[config.mk]
export PLATFORM = sky130hd
export DESIGN_NAME = decode_slot_alloc
export DESIGN_NICKNAME = d
export VERILOG_FILES = /design/src/rtl/das_pkg.sv /design/src/rtl/das_thread_pick.sv /design/src/rtl/das_group_build.sv /design/src/rtl/decode_slot_alloc.sv
export SDC_FILE = /design/constraint.sdc
export NUM_CORES = 1
export LEC_CHECK = 0
export BUFFER_PORTS_ARGS = -buffer_cell sky130_fd_sc_hd__buf_4
export CAP_MARGIN = 20
export CORE_MARGIN = 2
export CORE_UTILIZATION = 39
export CTS_CLUSTER_DIAMETER = 80
export DETAILED_ROUTE_END_ITERATION = 8
export GPL_ROUTABILITY_DRIVEN = 0
export PLACE_DENSITY_LB_ADDON = 0.12
export SETUP_SLACK_MARGIN = 0.05
export SLEW_MARGIN = 10
export SYNTH_ARGS = -nofsm -noshare
export SYNTH_HDL_FRONTEND = slang
export SYNTH_SLANG_ARGS = --single-unit
[constraint.sdc]
create_clock -name clk_i -period 3.84 [get_ports clk_i]
set_input_delay 0.768 -clock clk_i [delete_from_list [all_inputs] [get_ports clk_i]]
set_output_delay 0.768 -clock clk_i [all_outputs]
set_load 0.1 [all_outputs]
[src/rtl/das_pkg.sv]
package das_pkg;
  typedef enum logic {THR_A = 1'b0, THR_B = 1'b1} thr_e;

  // zero-count entries are treated as single micro-op
  function automatic int eff_cnt(input int c);
    return (c == 0) ? 1 : c;
  endfunction
endpackage

[src/rtl/das_thread_pick.sv]
module das_thread_pick
  import das_pkg::*;
(
  input  logic [1:0] elig_i,
  input  thr_e       last_i,
  output logic       go_o,
  output thr_e       sel_o,
  output thr_e       last_nxt_o
);
  thr_e pref, alt;

  always_comb begin
    pref = (last_i == THR_A) ? THR_B : THR_A;
    alt  = last_i;
    go_o = 1'b0;
    sel_o = pref;
    if (elig_i[pref]) begin
      go_o = 1'b1;
    end else if (elig_i[alt]) begin
      go_o  = 1'b1;
      sel_o = alt;
    end
    last_nxt_o = go_o ? sel_o : last_i;
  end
endmodule

[src/rtl/das_group_build.sv]
module das_group_build
  import das_pkg::*;
#(
  parameter int SLOTS     = 5,
  parameter int CNT_W     = 3,
  parameter int PLD_W     = 8,
  parameter int MAX_CPLX  = 4,
  parameter int CONS_W    = 3
) (
  input  logic                   go_i,
  input  logic [SLOTS-1:0]       vld_i,
  input  logic [SLOTS*CNT_W-1:0] ucnt_i,
  input  logic [SLOTS*PLD_W-1:0] pld_i,
  output logic [SLOTS-1:0]       slot_vld_o,
  output logic [SLOTS*CNT_W-1:0] slot_ucnt_o,
  output logic [SLOTS*PLD_W-1:0] slot_pld_o,
  output logic [CONS_W-1:0]      consumed_o,
  output logic                   rom_o
);
  logic [CNT_W-1:0] cnt [SLOTS];
  logic [SLOTS-1:0] ok;
  int               k0;
  logic             rom;

  for (genvar g = 0; g < SLOTS; g++) begin : g_unpack
    assign cnt[g] = ucnt_i[g*CNT_W +: CNT_W];
  end

  always_comb begin
    k0    = eff_cnt(int'(cnt[0]));
    rom   = go_i && vld_i[0] && (k0 > MAX_CPLX);
    ok    = '0;
    ok[0] = go_i && vld_i[0];
    for (int j = 1; j < SLOTS; j++) begin
      // each extra complex uop removes one simple slot
      ok[j] = ok[j-1] && vld_i[j] && !rom &&
              (eff_cnt(int'(cnt[j])) == 1) && (j <= SLOTS - k0);
    end
  end

  for (genvar g = 0; g < SLOTS; g++) begin : g_slot
    assign slot_ucnt_o[g*CNT_W +: CNT_W] =
      ok[g] ? CNT_W'(eff_cnt(int'(cnt[g]))) : '0;
    assign slot_pld_o[g*PLD_W +: PLD_W] = ok[g] ? pld_i[g*PLD_W +: PLD_W] : '0;
  end

  assign slot_vld_o = ok;
  assign consumed_o = CONS_W'($countones(ok));
  assign rom_o      = rom;
endmodule

[src/rtl/decode_slot_alloc.sv]
module decode_slot_alloc
  import das_pkg::*;
#(
  parameter int SLOTS    = 5,
  parameter int CNT_W    = 3,
  parameter int PLD_W    = 8,
  parameter int MAX_CPLX = 4,
  localparam int CONS_W  = $clog2(SLOTS + 1)
) (
  input  logic                   clk_i,
  input  logic                   rst_ni,
  input  logic [1:0]             thr_rdy_i,
  input  logic [SLOTS-1:0]       t0_vld_i,
  input  logic [SLOTS*CNT_W-1:0] t0_ucnt_i,
  input  logic [SLOTS*PLD_W-1:0] t0_pld_i,
  input  logic [SLOTS-1:0]       t1_vld_i,
  input  logic [SLOTS*CNT_W-1:0] t1_ucnt_i,
  input  logic [SLOTS*PLD_W-1:0] t1_pld_i,
  output logic [SLOTS-1:0]       slot_vld_o,
  output logic [SLOTS*CNT_W-1:0] slot_ucnt_o,
  output logic [SLOTS*PLD_W-1:0] slot_pld_o,
  output logic [CONS_W-1:0]      consumed_o,
  output logic                   tid_o,
  output logic                   rom_req_o
);
  logic [1:0]             elig;
  logic                   go;
  thr_e                   sel, last_q, last_nxt;
  logic [SLOTS-1:0]       s_vld;
  logic [SLOTS*CNT_W-1:0] s_ucnt;
  logic [SLOTS*PLD_W-1:0] s_pld;
  logic [SLOTS-1:0]       g_vld;
  logic [SLOTS*CNT_W-1:0] g_ucnt;
  logic [SLOTS*PLD_W-1:0] g_pld;
  logic [CONS_W-1:0]      g_cons;
  logic                   g_rom;

  assign elig[0] = thr_rdy_i[0] && t0_vld_i[0];
  assign elig[1] = thr_rdy_i[1] && t1_vld_i[0];

  das_thread_pick u_pick (
    .elig_i     (elig),
    .last_i     (last_q),
    .go_o       (go),
    .sel_o      (sel),
    .last_nxt_o (last_nxt)
  );

  always_comb begin
    if (sel == THR_B) begin
      s_vld = t1_vld_i; s_ucnt = t1_ucnt_i; s_pld = t1_pld_i;
    end else begin
      s_vld = t0_vld_i; s_ucnt = t0_ucnt_i; s_pld = t0_pld_i;
    end
  end

  das_group_build #(
    .SLOTS(SLOTS), .CNT_W(CNT_W), .PLD_W(PLD_W),
    .MAX_CPLX(MAX_CPLX), .CONS_W(CONS_W)
  ) u_build (
    .go_i        (go),
    .vld_i       (s_vld),
    .ucnt_i      (s_ucnt),
    .pld_i       (s_pld),
    .slot_vld_o  (g_vld),
    .slot_ucnt_o (g_ucnt),
    .slot_pld_o  (g_pld),
    .consumed_o  (g_cons),
    .rom_o       (g_rom)
  );

  always_ff @(posedge clk_i or negedge rst_ni) begin
    if (!rst_ni) begin
      last_q      <= THR_B;   // first pick is thread 0
      slot_vld_o  <= '0;
      slot_ucnt_o <= '0;
      slot_pld_o  <= '0;
      consumed_o  <= '0;
      tid_o       <= 1'b0;
      rom_req_o   <= 1'b0;
    end else begin
      last_q      <= last_nxt;
      slot_vld_o  <= g_vld;
      slot_ucnt_o <= g_ucnt;
      slot_pld_o  <= g_pld;
      consumed_o  <= g_cons;
      tid_o       <= go ? sel : 1'b0;
      rom_req_o   <= g_rom;
    end
  end
endmodule

[Word-level counts from Yosys, hierarchy flattened]
Cells that the tools add are included.
Word-level totals
  bits in registers: 66
  bits of input ports: 124
  output and inout bits: 65
  logic and storage cells: 77
Operators by class
  add/subtract/negate cells: 5
  order comparisons: 7
  equality and inequality tests: 4
  mux-type cells: 28
  reduce and logical (&&, ||, !) cells: 26
Operator list (count)
  equality test 32 x 2 -> 1 bit, second input constant: 3
  <= comparator 3 x 32 -> 1 bit, first input constant: 2
  2-to-1 mux 40 bit: 1
  2-to-1 mux 8 bit: 5
  greater-than comparator 32 x 4 -> 1 bit, second input constant: 1
  <= comparator 2 x 32 -> 1 bit, first input constant: 1
  <= comparator 4 x 32 -> 1 bit, first input constant: 1
  subtractor 4 x 32 -> 32 bit, first input constant: 1
  2-to-1 mux 3 bit: 10
  logical AND 1 bit: 20
  logical NOT 3 bit: 5
  2-to-1 mux 15 bit: 1
  2-to-1 mux 1 bit: 10
  2-to-1 mux 5 bit: 1
  adder 1 x 1 -> 2 bit: 2
  less-than comparator 1 x 2 -> 1 bit, second input constant: 2
  adder 3 x 1 -> 3 bit: 1
  adder 3 bit: 1
  equality test 3 x 1 -> 1 bit, second input constant: 1
  logical NOT 1 bit: 1

[Logic depth before layout (Yosys ltp)]
  word-level depth: 27
  depth in mapped cells: 14
  mapped depth without buffers: 13

[Cells and area by module]
Synthesis repeated with hierarchy kept, for this count alone.
Unflattened totals
  cell total of the unflattened synthesis: 231
  area total of the unflattened synthesis: 3432.0 um^2
Modules (own cells, without submodules)
  decode_slot_alloc: times used 1, cells each 136, area each 2700.1 um^2, seq. area each 1652.8 um^2
  das_group_build: times used 1, cells each 89, area each 698.2 um^2, seq. area each 0.0 um^2
  das_thread_pick: times used 1, cells each 6, area each 33.8 um^2, seq. area each 0.0 um^2

[Least setup slack after synthesis]
No wires, ideal clock.
  kind: input -> register
  start: input t0_vld_i[0]
  end: register consumed_o[1]
  arrival time: 3.926 ns
  required time: 3.776 ns
  setup slack: -0.150 ns
  stages: 14
  path buffers: 2
  cells stage by stage: and3_4 > o21a_1 > buf_4 > mux2i_1 > inv_1 > ha_1 > a2111o_1 > buf_6 > a211oi_1 > ha_1 > fa_1 > inv_1 > fa_1 > inv_1
Between the ends
  cells in the longest elaborated chain, start to end: 27
  elaborated cells between the ends (all ways): 54
  those cells by class: add/sub: 5; order compare: 5; eq/ne: 4; mux: 15; reduce/logical: 25
Ends and longest elaborated chain
  start: declaration: line decode_slot_alloc.sv:13  | input logic [SLOTS-1:0] t0_vld_i,
  branches (longest 21 deep; another with subtractor 4 x 32 -> 32 bit)
  logical AND 1 bit (*): line das_group_build.sv:37  | (eff_cnt(int'(cnt[j])) == 1) && (j <= SLOTS - k0);
  via g_vld[3]: line decode_slot_alloc.sv:32  | logic [SLOTS-1:0] g_vld;
  branches (longest 4 deep; another with adder 3 bit)
  adder 3 x 1 -> 3 bit (not written as such) (*): line das_group_build.sv:48  | assign consumed_o = CONS_W'($countones(ok));
  via g_cons[1]: line decode_slot_alloc.sv:35  | logic [CONS_W-1:0] g_cons;
  end signal: assignment: line decode_slot_alloc.sv:86  | consumed_o <= g_cons;
  end: declaration: line decode_slot_alloc.sv:22  | output logic [CONS_W-1:0] consumed_o,
Mark *: on every way through the listed nets, which the timed path passes. The select of a mux whose other input is x is not followed.
A chain may end at the register's enable or synchronous reset.

[Worst setup path in the final report]
  start: register last_q
  end: register consumed_o[1]
Between the ends
  cells in the longest elaborated chain, start to end: 26
  elaborated cells between the ends (all ways): 54
  those cells by class: add/sub: 5; order compare: 5; eq/ne: 4; mux: 16; reduce/logical: 24
Ends and longest elaborated chain
  start: declaration: line decode_slot_alloc.sv:28  | thr_e sel, last_q, last_nxt;
  start signal: assignment: line decode_slot_alloc.sv:82  | last_q <= last_nxt;
  branches (longest 24 deep; another with subtractor 4 x 32 -> 32 bit)
  logical AND 1 bit (*): line das_group_build.sv:37
  via g_vld[4]: line decode_slot_alloc.sv:32
  adder 3 x 1 -> 3 bit (not written as such) (*): line das_group_build.sv:48
  via g_cons[1]: line decode_slot_alloc.sv:35
Marks and branches as above.

==> out/metrics.yaml <==
worst-setup-path-type: "reg -> reg"
nNetsFinal: 595
drt_first_pass_iters: 4
period_needed_ns: 3.52
die_area_um2: 8440
drive_above_1_share: 0.512
ios: 189
final.period_utilization: 0.916
drc_errors: 0
hpwl_um: 6160
status: "finished, final reports clean"
antenna_found_initial: 0
cts_root_buffer: "clkbuf_8"
cp_cell_sequence: "and3_4 -> o21a_2 -> mux2i_4 -> inv_1 -> ha_1 -> a2111o_1 -> buf_4 -> a2111oi_2 -> fa_1 -> inv_1 -> fa_1 -> inv_1"
rsz0062_at_grt: "false"
leakage_nw: 2.47
cts_inserted_buffers: 9
grt_pass1_vias: 2742
netlist_top_cells_area: "dfrtp_1, a2111oi_2, mux2i_1"
power_density_nw_per_um2: 397
fp.dieW_um: 91.9
drt_wl_total_um: 8260
ctsResizeCount: 0
synth_edf_count: 0
h-tree-depth: 3
slowest_delay_ns: 0.55
path_max_fanout: 5
fmax_mhz: 284
holdWs_ns: 0.516
via_per_inst: 4.75
die_y_um: 91.9
n_fill_cell: 673
r2r-start: "last_q$_DFFE_PN1N_"
via_count: 2702
yosys.area.top_type: "dfrtp_1"
port_buffers: 180
grt_usage: 0.204
postSynth.asyncResetShare: 1.00
critPathTopFamily: "compound AO/OA/AOI/OAI gates"
synth_top_area_frac: 0.540
antenna_cells: 0
ys_ff_latch: 66
cts_setup_buffers: 0
drt_iter0_markers: 54
insertion_delay_ns: 0.34
synth.distinct_cells: 34
finalCoreUtilization: 0.629
peakVddDrop_mv: 0.269
core_area_um2: 7610
total_power_mw: 1.90
slew_violations: 0
yosysWarnings: 0
mappedNetlistArea_um2: 3010
critPathBufInv: 4
worst_slew_pin_slew_ns: 0.829
start_util: 0.396
clock-sinks: 66
worstPathArrival_ns: 3.75
postCtsHoldBufs: 0
slowest_stage: "dfstp_2"
slew_headroom: 0.447
synth_cells: 267
cp-end-kind: "flip-flop"
hold_path_class: "in -> async"
cts_tree: "built"
yosysSeqAreaShare: 0.549
clock_skew_ns: 0.00582
wire_per_inst_um: 14.5
grt_max_degree: 67
max-cap-violations: 0
cp.required_ns: 4.07
cp-startpoint: "last_q$_DFFE_PN1N_"
grt-ovfl-total: 0
cp-start-kind: "flip-flop"
setup_viol: 0
area_growth_pct: 59.0
path_common_cell: "inv_1"
clock_path_buffers: 2
grt_pass1_wl_um: 13400
synth_flop_cell: "dfrtp_1"
rows: 32
clkTransAtPathRegs_ns: 0.07
finalHoldViolCount: 0
detail-route-antenna-nets: 0
syn_avg_cell_area_um2: 11.3
area by class of cell:
cell class / instances / area, um^2 / share of cell area
clock buffers: 11 / 131 / 0.0274
clock inverters: 5 / 55.1 / 0.0115
inverters: 14 / 52.6 / 0.0110
multi-input cells: 176 / 1300 / 0.272
flip-flops and latches: 66 / 1650 / 0.345
well taps: 102 / 128 / 0.0267
repair buffers: 195 / 1460 / 0.306
placed cells by master (no fill, tap or decap), types with 2 or more instances in the layout:
cell        synthesis  final
nor2_1             12     12
fa_1                2      2
nand2_1            51     51
clkbuf_1           10      2
clkbuf_8            0      9
mux2i_1            20     18
a21o_1              9      9
conb_1              1      8
clkinv_2            0      2
nor3_1             10     10
inv_1              14     14
and3_1              2      2
ha_1                7      7
dfrtp_1            65     65
clkinvlp_4          0      2
mux2i_4             0      2
buf_4               1    195
a2111oi_2          18     18
a21oi_1            20     20
worst register-to-register path, stage by stage, from the launching register on:
cell and delay (ns):
dfstp_2 0.55, and3_4 0.23, o21a_2 0.17, mux2i_4 0.31, inv_1 0.10, ha_1 0.22, a2111o_1 0.33, buf_4 0.16
a2111oi_2 0.52, fa_1 0.27, inv_1 0.05, fa_1 0.47, inv_1 0.04
registers in the layout (all words and copies together), names as in the netlist:
signal       cells
rom_req_o        1
slot_vld_o       5
tid_o            1
consumed_o       3
last_q           1
slot_ucnt_o     15
slot_pld_o      40
routing by layer:
metal	GRT usage	wire (um)	up-vias	part of all wire
li1	-	-	1313	-
met1	0.254	3400	1268	0.41
met2	0.344	4120	113	0.50
met3	0.0608	624	8	0.076
met4	0.0622	114	0	0.014
met5	0	0	-	0
power breakdown:
| part | switching (mW) | leakage, nW | total (mW) | internal, mW |
|---|---|---|---|---|
| Clock | 0.267 | 0.0893 | 0.565 | 0.298 |
| Combinational | 0.403 | 1.50 | 0.606 | 0.203 |
| Sequential | 0.00816 | 0.883 | 0.731 | 0.723 |
| Total | 0.678 | 2.47 | 1.90 | 1.22 |
path summary, 6_finish.rpt:
| check | to | slack, ns | cells after the start |
|---|---|---|---|
| min in group clk_i | last_q$_DFFE_PN1N_ | 0.52 | 2 |
| min reg2reg | last_q$_DFFE_PN1N_ | 0.52 | 2 |
| max reg2reg | consumed_o[1]$_DFF_PN0_ | 0.32 | 12 |
| min | slot_pld_o[29]$_DFF_PN0_ | 0.52 | 1 |
| max | consumed_o[1]$_DFF_PN0_ | 0.32 | 12 |
| max in group asynchronous | slot_ucnt_o[14]$_DFF_PN0_ | 2.77 | 1 |
cell families after synthesis:
family | share of synthesized area
AO/OA/AOI/OAI | 0.179
adder cells (fa/ha/maj) | 0.0424
buffers and inverters | 0.0478
flip-flops | 0.549
multiplexers | 0.0702
other | 0.00125
AND/OR/NAND/NOR | 0.110
stage by stage:
stage	setup TNS, ns	worst slack, ns	instance area [um^2]	cells
2_1_floorplan	0	0.0911	3080	274
3_3_place_gp	0	0.0662	4600	553
3_5_place_dp	-0.0427	-0.0427	4600	553
4_1_cts	0	0.274	4790	569
5_1_grt	0	0.0978	4790	569
6_report	0	0.323	4790	569
synth_stat cells (all sizes together) (2+ instances only):
cell type and instances:
nor3 10, buf 8, dfrtp 65, nand2 51, nor2 12, a21oi 20, a2111oi 18, inv 14
fa 2, and3 3, a21o 9, o21a 2, ha 7, mux2i 20, clkbuf 10, a211oi 2
No activity file was read; power rests on OpenSTA's default activity.
